**config.mk**
```make
export PLATFORM = sky130hd
export DESIGN_NAME = uart_mp
export DESIGN_NICKNAME = d
export VERILOG_FILES = /design/src/rtl/uart_mp_pkg.sv /design/src/rtl/uart_mp_tx.sv /design/src/rtl/uart_mp_rx.sv /design/src/rtl/uart_mp.sv
export SDC_FILE = /design/constraint.sdc
export NUM_CORES = 1
export LEC_CHECK = 0
export ABC_AREA = 1
export CAP_MARGIN = 20
export CORE_MARGIN = 2
export CORE_UTILIZATION = 55
export DETAILED_ROUTE_END_ITERATION = 10
export HOLD_SLACK_MARGIN = 0.03
export PLACE_DENSITY = 0.74
export RECOVER_POWER = 25
export SLEW_MARGIN = 20
export SYNTH_ARGS = -nofsm -noshare
export SYNTH_HDL_FRONTEND = slang
export SYNTH_SLANG_ARGS = --single-unit
export TNS_END_PERCENT = 30
```
**constraint.sdc**
```tcl
create_clock -name clk -period 3.05 [get_ports clk]
set_input_delay 0.305 -clock clk [delete_from_list [all_inputs] [get_ports clk]]
set_output_delay 0.305 -clock clk [all_outputs]
set_load 0.01 [all_outputs]
```
**src/rtl/uart_mp_pkg.sv**
```systemverilog
package uart_mp_pkg;

  localparam int REG_W  = 9;
  localparam int ADDR_W = 2;

  localparam logic [ADDR_W-1:0] A_TX   = 2'd0;
  localparam logic [ADDR_W-1:0] A_RX   = 2'd1;
  localparam logic [ADDR_W-1:0] A_CTRL = 2'd2;
  localparam logic [ADDR_W-1:0] A_STAT = 2'd3;

  // control register bit positions
  localparam int CB_LEN8  = 0;
  localparam int CB_PAREN = 1;
  localparam int CB_PODD  = 2;
  localparam int CB_STOP2 = 3;
  localparam int CB_NINE  = 4;
  localparam int CB_TXB9  = 5;
  localparam int CB_DIAG  = 6;
  localparam int CB_IRQEN = 7;
  localparam int CB_ATTN  = 8;

  // status register bit positions
  localparam int SB_FULL = 0;
  localparam int SB_BUSY = 1;
  localparam int SB_ERR  = 2;
  localparam int SB_OVR  = 3;
  localparam int SB_RB9  = 4;

  typedef struct packed {
    logic [3:0] nbits;
    logic       par_en;
    logic       par_odd;
    logic       two_stop;
  } frame_cfg_t;

  // Loopback forces the 9-bit format, and the 9-bit format carries no parity.
  function automatic frame_cfg_t cfg_from_ctrl(input logic [REG_W-1:0] c);
    frame_cfg_t f;
    logic nine;
    nine       = c[CB_NINE] | c[CB_DIAG];
    f.nbits    = nine ? 4'd9 : (c[CB_LEN8] ? 4'd8 : 4'd7);
    f.par_en   = c[CB_PAREN] & ~nine;
    f.par_odd  = c[CB_PODD];
    f.two_stop = c[CB_STOP2];
    return f;
  endfunction

endpackage

```
**src/rtl/uart_mp_tx.sv**
```systemverilog
module uart_mp_tx
  import uart_mp_pkg::*;
#(
  parameter int CLKS_PER_BIT = 16
) (
  input  logic       clk,
  input  logic       rst,
  input  frame_cfg_t cfg,
  input  logic       start,
  input  logic [8:0] data,
  output logic       busy,
  output logic       line
);

  localparam int CW = (CLKS_PER_BIT > 2) ? $clog2(CLKS_PER_BIT) : 1;
  localparam logic [CW-1:0] FULL = CW'(CLKS_PER_BIT - 1);

  typedef enum logic [2:0] {T_IDLE, T_START, T_DATA, T_PAR, T_STOP} tx_st_t;

  tx_st_t     st;
  logic [CW-1:0] cnt;
  logic [3:0] bitn;
  logic [8:0] sh;
  logic       par;
  frame_cfg_t cfg_q;

  assign busy = (st != T_IDLE);

  always_ff @(posedge clk) begin
    if (rst) begin
      st    <= T_IDLE;
      line  <= 1'b1;
      cnt   <= '0;
      bitn  <= '0;
      sh    <= '0;
      par   <= 1'b0;
      cfg_q <= '0;
    end else if (st == T_IDLE) begin
      line <= 1'b1;
      if (start) begin
        cfg_q <= cfg;
        sh    <= data;
        st    <= T_START;
        line  <= 1'b0;
        cnt   <= FULL;
      end
    end else if (cnt != '0) begin
      cnt <= cnt - 1'b1;
    end else begin
      cnt <= FULL;
      unique case (st)
        T_START: begin
          line <= sh[0];
          par  <= cfg_q.par_odd ^ sh[0];
          sh   <= sh >> 1;
          bitn <= 4'd1;
          st   <= T_DATA;
        end
        T_DATA: begin
          if (bitn == cfg_q.nbits) begin
            bitn <= '0;
            if (cfg_q.par_en) begin
              line <= par;
              st   <= T_PAR;
            end else begin
              line <= 1'b1;
              st   <= T_STOP;
            end
          end else begin
            line <= sh[0];
            par  <= par ^ sh[0];
            sh   <= sh >> 1;
            bitn <= bitn + 1'b1;
          end
        end
        T_PAR: begin
          line <= 1'b1;
          st   <= T_STOP;
        end
        T_STOP: begin
          if (cfg_q.two_stop && bitn == '0) bitn <= 4'd1;
          else                              st   <= T_IDLE;
        end
        default: st <= T_IDLE;
      endcase
    end
  end

  // a frame opens with a low start bit and closes on a high stop bit
  p_start_low_r2: assert property (@(posedge clk) disable iff (rst)
    $rose(busy) |-> !line);
  p_stop_high_r2: assert property (@(posedge clk) disable iff (rst)
    $fell(busy) |-> line);

endmodule

```
**src/rtl/uart_mp_rx.sv**
```systemverilog
module uart_mp_rx #(
  parameter int CLKS_PER_BIT = 16
) (
  input  logic       clk,
  input  logic       rst,
  input  logic       rx_in,
  input  logic [3:0] nbits,
  input  logic       par_en,
  input  logic       par_odd,
  output logic       done,
  output logic [8:0] data,
  output logic       err
);

  localparam int CW = (CLKS_PER_BIT > 2) ? $clog2(CLKS_PER_BIT) : 1;
  localparam logic [CW-1:0] FULL = CW'(CLKS_PER_BIT - 1);
  localparam logic [CW-1:0] HALF = CW'(CLKS_PER_BIT / 2 - 1);

  typedef enum logic [2:0] {R_IDLE, R_START, R_DATA, R_PAR, R_STOP, R_BRK} rx_st_t;

  rx_st_t     st;
  logic       s1, s2;
  logic [CW-1:0] cnt;
  logic [3:0] bitn;
  logic [3:0] nb_q;
  logic       pe_q;
  logic [8:0] sh;
  logic       par;
  logic       perr;

  always_ff @(posedge clk) begin
    if (rst) begin
      st   <= R_IDLE;
      s1   <= 1'b1;
      s2   <= 1'b1;
      cnt  <= '0;
      bitn <= '0;
      nb_q <= '0;
      pe_q <= 1'b0;
      sh   <= '0;
      par  <= 1'b0;
      perr <= 1'b0;
      done <= 1'b0;
      data <= '0;
      err  <= 1'b0;
    end else begin
      s1   <= rx_in;
      s2   <= s1;
      done <= 1'b0;
      unique case (st)
        R_IDLE: begin
          if (!s2) begin
            st   <= R_START;
            cnt  <= HALF;
            nb_q <= nbits;
            pe_q <= par_en;
            par  <= par_odd;
            perr <= 1'b0;
            bitn <= '0;
            sh   <= '0;
          end
        end
        R_BRK: begin
          if (s2) st <= R_IDLE;
        end
        default: begin
          if (cnt != '0) begin
            cnt <= cnt - 1'b1;
          end else begin
            cnt <= FULL;
            case (st)
              R_START: st <= s2 ? R_IDLE : R_DATA;
              R_DATA: begin
                sh   <= {s2, sh[8:1]};
                par  <= par ^ s2;
                bitn <= bitn + 1'b1;
                if (bitn == nb_q - 4'd1) st <= pe_q ? R_PAR : R_STOP;
              end
              R_PAR: begin
                perr <= (s2 != par);
                st   <= R_STOP;
              end
              R_STOP: begin
                done <= 1'b1;
                err  <= perr | !s2;
                unique case (nb_q)
                  4'd7:    data <= {2'b00, sh[8:2]};
                  4'd8:    data <= {1'b0, sh[8:1]};
                  default: data <= sh;
                endcase
                st <= s2 ? R_IDLE : R_BRK;
              end
              default: st <= R_IDLE;
            endcase
          end
        end
      endcase
    end
  end

  // each completed character is reported by a single-cycle pulse
  p_done_pulse_r5: assert property (@(posedge clk) disable iff (rst)
    done |=> !done);

endmodule

```
**src/rtl/uart_mp.sv**
```systemverilog
module uart_mp
  import uart_mp_pkg::*;
#(
  parameter int CLKS_PER_BIT = 16
) (
  input  logic              clk,
  input  logic              rst,
  input  logic              wr_i,
  input  logic              rd_i,
  input  logic [ADDR_W-1:0] addr_i,
  input  logic [REG_W-1:0]  wdata_i,
  output logic [REG_W-1:0]  rdata_o,
  input  logic              rxd_i,
  output logic              txd_o,
  output logic              irq_o
);

  logic [REG_W-1:0] ctrl_q;
  logic [8:0]       rxbuf_q;
  logic             rx_full_q, err_q, ovr_q;
  frame_cfg_t       cfg;
  logic             tx_busy, tx_line, tx_start;
  logic [8:0]       tx_data;
  logic             rx_in, rx_done, rx_err, accept, rx_take;
  logic [8:0]       rx_data;
  logic [REG_W-1:0] status, rd_mux;

  assign cfg      = cfg_from_ctrl(ctrl_q);
  assign tx_start = wr_i && (addr_i == A_TX) && !tx_busy;
  assign tx_data  = {ctrl_q[CB_TXB9], wdata_i[7:0]};
  assign rx_in    = ctrl_q[CB_DIAG] ? tx_line : rxd_i;
  assign rx_take  = rd_i && (addr_i == A_RX);
  // in attention state only characters with the ninth bit set get through
  assign accept   = rx_done && !(ctrl_q[CB_ATTN] && !rx_data[8]);

  always_comb begin
    status           = '0;
    status[SB_FULL]  = rx_full_q;
    status[SB_BUSY]  = tx_busy;
    status[SB_ERR]   = err_q;
    status[SB_OVR]   = ovr_q;
    status[SB_RB9]   = rxbuf_q[8];
    unique case (addr_i)
      A_RX:    rd_mux = rxbuf_q;
      A_CTRL:  rd_mux = ctrl_q;
      A_STAT:  rd_mux = status;
      default: rd_mux = '0;
    endcase
  end

  uart_mp_tx #(.CLKS_PER_BIT(CLKS_PER_BIT)) u_tx (
    .clk   (clk),
    .rst   (rst),
    .cfg   (cfg),
    .start (tx_start),
    .data  (tx_data),
    .busy  (tx_busy),
    .line  (tx_line)
  );

  uart_mp_rx #(.CLKS_PER_BIT(CLKS_PER_BIT)) u_rx (
    .clk     (clk),
    .rst     (rst),
    .rx_in   (rx_in),
    .nbits   (cfg.nbits),
    .par_en  (cfg.par_en),
    .par_odd (cfg.par_odd),
    .done    (rx_done),
    .data    (rx_data),
    .err     (rx_err)
  );

  always_ff @(posedge clk) begin
    if (rst) begin
      ctrl_q    <= '0;
      rxbuf_q   <= '0;
      rx_full_q <= 1'b0;
      err_q     <= 1'b0;
      ovr_q     <= 1'b0;
      rdata_o   <= '0;
      irq_o     <= 1'b0;
      txd_o     <= 1'b1;
    end else begin
      txd_o <= ctrl_q[CB_DIAG] | tx_line;
      irq_o <= rx_full_q & ctrl_q[CB_IRQEN];
      if (rd_i) rdata_o <= rd_mux;
      if (rx_take) rx_full_q <= 1'b0;
      if (wr_i) begin
        unique case (addr_i)
          A_CTRL: ctrl_q <= wdata_i;
          A_STAT: begin
            if (wdata_i[SB_ERR]) err_q <= 1'b0;
            if (wdata_i[SB_OVR]) ovr_q <= 1'b0;
          end
          default: ;
        endcase
      end
      // receive events take priority over software clears in the same cycle
      if (accept) begin
        rxbuf_q   <= rx_data;
        rx_full_q <= 1'b1;
        if (rx_full_q && !rx_take) ovr_q <= 1'b1;
        if (rx_err) err_q <= 1'b1;
        if (ctrl_q[CB_ATTN]) ctrl_q[CB_ATTN] <= 1'b0;
      end
    end
  end

  // non-address characters in attention state leave the buffer empty
  p_discard_r8: assert property (@(posedge clk) disable iff (rst)
    rx_done && ctrl_q[CB_ATTN] && !rx_data[8] && !rx_full_q |=> !rx_full_q);
  // an address character is buffered and drops the attention state
  p_attn_clear_r9: assert property (@(posedge clk) disable iff (rst)
    rx_done && ctrl_q[CB_ATTN] && rx_data[8] |=> !ctrl_q[CB_ATTN] && rx_full_q);
  // acceptance on a full buffer flags overrun
  p_overrun_r6: assert property (@(posedge clk) disable iff (rst)
    accept && rx_full_q && !rx_take |=> ovr_q);
  // the error flag is sticky until software clears it
  p_err_sticky_r7: assert property (@(posedge clk) disable iff (rst)
    err_q && !(wr_i && addr_i == A_STAT && wdata_i[SB_ERR]) |=> err_q);
  // the interrupt follows buffer full by one clock
  p_irq_src_r10: assert property (@(posedge clk) disable iff (rst)
    $rose(irq_o) |-> $past(rx_full_q));
  p_irq_drop_r10: assert property (@(posedge clk) disable iff (rst)
    !rx_full_q |=> !irq_o);
  // loopback keeps the external line idle
  p_diag_pin_r11: assert property (@(posedge clk) disable iff (rst)
    $past(ctrl_q[CB_DIAG]) |-> txd_o);

endmodule

```
==> impl_metrics.csv, run 1 <==
group,metric,value,unit
outcome,status,"complete, no violations",
setup_path,path_buf_inv,2,
yosys,synthCells,664,
setup_path,r2r_start,"u_rx.cnt[0]$_SDFFE_PP0P_",
die,floorplan.initialDensity,0.566,
die,die_area,9160,um^2
yosys,synth_edf_count,0,
global_routing,grt_pass1_wl,16.7,mm
yosys,netlist_area,4630,um^2
yosys,ys_seq_area_frac,0.428,
clock_tree,insertion_delay,0.37,ns
global_routing,grt_pass1_vias,3795,
global_routing,grt_usage,0.226,
timing,relSlewSlack,0.00374,
setup_path,path_cells,"inv_1 -> ha_1 -> nand2_1 -> nor2_1 -> nand2_1 -> inv_1 -> o21ai_0 -> a31oi_1",
setup_path,cp-startpoint,"u_rx.cnt[0]$_SDFFE_PP0P_",
die,num_io_pins,27,
setup_path,critPathCaptureType,"flop",
routing,routed-via-count,4166,
finish,drive_gt1_frac,0.0623,
routing,firstDrtPassIters,6,
clock_tree,numClockSinks,99,
yosys,syn_nets,688,
finish,num_antenna_cells,0,
global_routing,grt_max_degree,56,
timing,fin_crit_sh,0.641,
placed_design,dp_hpwl,7.06,mm
yosys,synth-seq-cells,99,
setup_path,critical-path-top-delay-family,"simple AND/OR/NAND/NOR gates",
setup_path,max_stage_delay,0.33,ns
routing,wl_per_cell,12.4,um
timing,min_period,1.96,ns
clock_tree,cts-buffers-inserted,9,
die,die_w,95.7,um
clock_tree,clkTransAtPathRegs,0.10,ns
setup_path,crit_type,"reg2reg",
power,powerDensity,901,nW/um^2
setup_path,cp.required,3.34,ns
finish,fin_nets,709,
routing,via_per_inst,5.24,
die,die_h,95.7,um
timing,worstMarginPinSlew,1.49,ns
finish,register_area,1980,um^2
routing,wl,9.83,mm
job,maxCapViolCount,0,
finish,n_fill_cell,759,
routing,drt-initial-drc-count,178,
clock_tree,cts_tree,"yes",
yosys,ys_warn_count,0,
worst_hold_path,min_from,"u_rx.s1$_SDFF_PP1_",
timing,hold_viol_final,0,
clock_tree,postCtsSetupRepairBufs,0,
timing,fmax,0.511,GHz
worst_hold_path,hold_class,"reg2reg",
timing,fin_skew,0.0132,ns
clock_tree,htree_levels,3,
clock_tree,post_cts_resized,0,
routing,ant_nets,0,
clock_tree,root_buffer,"clkbuf_8",
yosys,ys_types,36,
setup_path,start_kind,"flop",
placed_design,post-place-ws,0.985,ns
global_routing,antenna_found_initial,0,
power,ir_worst_vdd,0.000584,V
timing,fin_ws,1.09,ns
setup_path,worstPathArrival,2.25,ns
timing,setup_violations,0,
setup_path,critical_path.max_fanout,12,
power,p_leak,2.20,nW
routing,route.detailed.drc,0,
finish,syn_to_final_growth,11.0,%
die,rows,33,
die,core_area,8180,um^2
placed_design,gp_congestion,0.896,
clock_tree,clockBufferDepth,2,
clock_tree,cts_hold_buf,0,
timing,rsz0062_at_grt,"false",
yosys,async_flop_share,0,
yosys,syn-mean-instance-area,6.97,um^2
timing,final_max_slew_viol_count,0,
timing,setup_tns,0,ns
finish,multi_input_comb_area,2230,um^2
setup_path,slowest_stage,"nand2_1",
yosys,synth_ff_type,"dfxtp_1",
global_routing,grt_overflow,0,
placed_design,portBuffers,26,
cells in the mapped netlist (all sizes together), types with 3 or more instances:
| library cell | number | area share |
|---|---|---|
| nand3 | 42 | 0.049 |
| buf | 7 | 0.010 |
| o31ai | 3 | 0.0049 |
| inv | 80 | 0.066 |
| nor2 | 94 | 0.081 |
| dfxtp | 99 | 0.43 |
| xor2 | 3 | 0.0057 |
| nand2 | 155 | 0.14 |
| a21oi | 59 | 0.065 |
| nand4 | 3 | 0.0041 |
| a211oi | 5 | 0.0081 |
| o211ai | 7 | 0.011 |
| o21ai | 64 | 0.069 |
| clkbuf | 12 | 0.010 |
| a31oi | 9 | 0.012 |
| ha | 8 | 0.022 |
| nor3 | 7 | 0.0076 |
per-layer routing:
layer,global-route usage,part of all wire
met2,0.376,0.45
met4,0.0774,0.015
met1,0.304,0.50
met3,0.0298,0.035
met5,0,0
metrics by stage:
step,total power [mW],hold slack (ns),util,std cells,instance area (um^2)
floorplan,3.50,0.389,-,664,4630
global placement,3.77,0.401,0.605,779,4950
detailed placement,3.84,0.410,0.605,779,4950
CTS,4.66,0.448,0.629,795,5140
global route,5.06,0.461,0.628,795,5130
finish,4.63,0.447,0.628,795,5130
layout make-up:
type / instances / area share
repair buffers: 29 / 0.0538
well taps: 105 / 0.0256
inverters: 82 / 0.0609
multi-input cells: 464 / 0.435
flip-flops and latches: 99 / 0.386
clock buffers: 10 / 0.0268
clock inverters: 6 / 0.0117
cells in the final DEF (no fill, tap or decap), types with 3 or more instances in the layout:
cell,n
nand2_1,146
dfxtp_1,99
nor2_1,90
inv_1,72
o21ai_0,59
a21oi_1,58
nand3_1,40
clkdlybuf4s50_1,25
clkbuf_8,10
a31oi_1,9
ha_1,8
inv_2,7
o211ai_1,7
nor3_1,7
nand2_2,6
o21ai_1,5
a211oi_1,5
xor2_1,3
inv_6,3
nand4_1,3
o31ai_1,3
clkinv_4,3
flip-flops by register name, indices dropped and copies added, names as in the netlist, 3 cells and up:
signal and cells:
u_rx.sh 9, u_rx.data 9, u_tx.sh 9, rxbuf_q 9
u_rx.bitn 4, u_rx.nb_q 3, u_rx.cnt 4, u_tx.cfg_q 6
u_rx.st 3, ctrl_q 9, u_tx.st 3, u_tx.bitn 4
rdata_o 9, u_tx.cnt 4
final timing paths:
path,end,slack [ns],depth (start not counted)
hold reg to reg,u_rx.s2$_SDFF_PP1_,0.45,1
hold / removal,u_rx.s2$_SDFF_PP1_,0.45,1
setup reg to reg,u_rx.data[5]$_SDFFE_PP0P_,1.09,8
setup / recovery,u_rx.data[5]$_SDFFE_PP0P_,1.09,8
power by group:
group          internal [mW]  switching [mW]  total, mW  leakage, nW
Combinational          0.669            1.34       2.01         1.29
Sequential              1.58           0.221       1.80        0.808
Clock                  0.336           0.485      0.822        0.100
Total                   2.59            2.04       4.63         2.20
kinds of logic after synthesis:
logic type	share of synthesized area
buf+inv	0.0879
compound gates	0.174
simple gates	0.281
xor+xnor	0.00758
fa+ha+maj	0.0216
flops	0.428
No activity file was read; power rests on OpenSTA's default activity.
==> run 2: changes to the inputs <==
Clock period 3.05 ns to 1.9 ns, I/O delays scaled along.
==> impl_metrics.csv, run 2 (synthesis results as in run 1) <==
group,metric,value,unit
finish,num_antenna_cells,0,
setup_path,critPathCaptureType,"flop",
setup_path,slowest_stage,"dfxtp_1",
finish,final_cell_mix,"nand2_1, dfxtp_1, nor2_1, inv_1, o21ai_0",
timing,rsz0062_at_grt,"false",
global_routing,grt_pass1_vias,3892,
setup_path,cp.required,2.16,ns
setup_path,critical_path.max_fanout,15,
routing,via_per_inst,5.32,
setup_path,worstRegToRegCells,9,
die,die_area,9160,um^2
setup_path,path_cells,"nor2_1 -> nand2_1 -> nand2_1 -> nand2_2 -> nand2_2 -> inv_2 -> nand3_1 -> nand2_1 -> a21oi_1",
power,ir_worst_vdd,0.000870,V
clock_tree,cts-buffers-inserted,9,
clock_tree,htree_levels,3,
setup_path,r2r_start,"u_rx.st[0]$_SDFFE_PP0P_",
global_routing,grt_max_degree,36,
routing,route.detailed.drc,0,
routing,drt-initial-drc-count,170,
finish,drive_gt1_frac,0.0754,
timing,min_period,1.73,ns
clock_tree,root_buffer,"clkbuf_8",
placed_design,dp_hpwl,7.39,mm
clock_tree,cts_hold_buf,0,
global_routing,grt_usage,0.234,
job,maxCapViolCount,0,
setup_path,worstPathArrival,1.99,ns
die,die_h,95.7,um
finish,syn_to_final_growth,12.8,%
clock_tree,numClockSinks,99,
setup_path,max_stage_delay,0.41,ns
routing,ant_nets,0,
finish,layout_commonest_cell,"nand2_1",
global_routing,grt_overflow,0,
timing,relSlewSlack,0.505,
setup_path,crit_path_frequent_cell,"nand2_1",
routing,routed-via-count,4298,
setup_path,crit_type,"reg2reg",
routing,firstDrtPassIters,5,
clock_tree,post_cts_resized,0,
worst_hold_path,hold_depth,1,
timing,fin_crit_sh,0.908,
timing,final_max_slew_viol_count,0,
timing,hold_viol_final,0,
die,core_area,8180,um^2
finish,fin_nets,722,
setup_path,critical-path-top-delay-family,"simple AND/OR/NAND/NOR gates",
setup_path,reg2reg_slack,0.17,ns
setup_path,start_kind,"flop",
clock_tree,postCtsSetupRepairBufs,0,
worst_hold_path,min_from,"u_rx.s1$_SDFF_PP1_",
placed_design,portBuffers,26,
global_routing,grt_pass1_wl,17.2,mm
die,die_w,95.7,um
finish,n_fill_cell,751,
clock_tree,clkTransAtPathRegs,0.09,ns
die,num_io_pins,27,
placed_design,dp_cells,792,
placed_design,gp_congestion,0.926,
die,rows,33,
global_routing,antenna_found_initial,0,
power,p_leak,2.24,nW
setup_path,path_buf_inv,1,
worst_hold_path,holdPathEnd,"u_rx.s2$_SDFF_PP1_",
timing,fmax,0.579,GHz
power,powerDensity,1430,nW/um^2
die,floorplan.initialDensity,0.566,
timing,setup_tns,0,ns
outcome,status,"complete, no violations",
worst_hold_path,hold_class,"reg2reg",
clock_tree,clockBufferDepth,2,
clock_tree,insertion_delay,0.36,ns
timing,worstMarginPinSlew,0.742,ns
clock_tree,cts_tree,"yes",
setup_path,r2r_end,"u_rx.bitn[3]$_SDFFE_PP0P_",
routing,wl,10.0,mm
timing,setup_violations,0,
finish,instances_no_fill,808,
timing,fin_skew,0.0129,ns
routing,wl_per_cell,12.4,um
power,total_power,7.47,mW
run 2: cell count changes in the layout (fill, tap and decap cells not counted), moves of 2 or more:
cell	delta
nand2_1	+2
clkinv_4	-2
clkinvlp_4	+3
buf_4	+13
inv_6	-2
run 2: stage by stage:
step	cell area (um^2)	setup slack, ns	utilization	hold slack, ns
after CTS	5250	0.199	0.642	0.433
final	5220	0.174	0.638	0.431
after global placement	5060	0.211	0.618	0.415
after floorplan	4630	0.365	-	0.320
after detailed placement	5060	0.180	0.618	0.413
after global routing	5220	0.00307	0.638	0.445
run 2: routing by layer:
metal,share of wire,vias up,GRT usage
met5,0,-,0
met3,0.051,8,0.0540
met4,0.010,0,0.0631
met1,0.47,1963,0.307
met2,0.47,103,0.390
li1,-,2224,-
run 2: final cells by class:
class / count / area [um^2] / share of cell area
inverters: 82 / 313 / 0.0599
clock inverters: 6 / 66.3 / 0.0127
multi-input cells: 464 / 2220 / 0.426
flip-flops and latches: 99 / 1980 / 0.380
well taps: 105 / 131 / 0.0252
repair buffers: 42 / 374 / 0.0717
clock buffers: 10 / 128 / 0.0245
run 2: worst max-delay path by stage:
stage | startpoint | endpoint | slack (ns) | depth (start not counted)
after global routing | u_rx.cnt[0]$_SDFFE_PP0P_ | u_rx.data[0]$_SDFFE_PP0P_ | 0.003 | 10
final | u_rx.st[0]$_SDFFE_PP0P_ | u_rx.bitn[3]$_SDFFE_PP0P_ | 0.17 | 9
after global placement | addr_i[1] | u_tx.sh[7]$_SDFFE_PP0P_ | 0.21 | 9
after CTS | u_rx.cnt[0]$_SDFFE_PP0P_ | u_rx.data[0]$_SDFFE_PP0P_ | 0.20 | 10
after floorplan | u_rx.nb_q[0]$_SDFFE_PP0P_ | u_rx.data[0]$_SDFFE_PP0P_ | 0.37 | 9
after detailed placement | addr_i[1] | u_tx.sh[7]$_SDFFE_PP0P_ | 0.18 | 9
run 2: power by group:
part | internal [mW] | total [mW] | switching (mW)
Sequential | 2.54 | 2.89 | 0.354
Clock | 0.609 | 1.33 | 0.721
Combinational | 1.11 | 3.25 | 2.14
==> run 3: changes to the inputs <==
Settings changed: SKIP_CTS_REPAIR_TIMING set to 1.
==> results of run 3 <==
Final layout, timing and power as in run 2 (identical DEF).
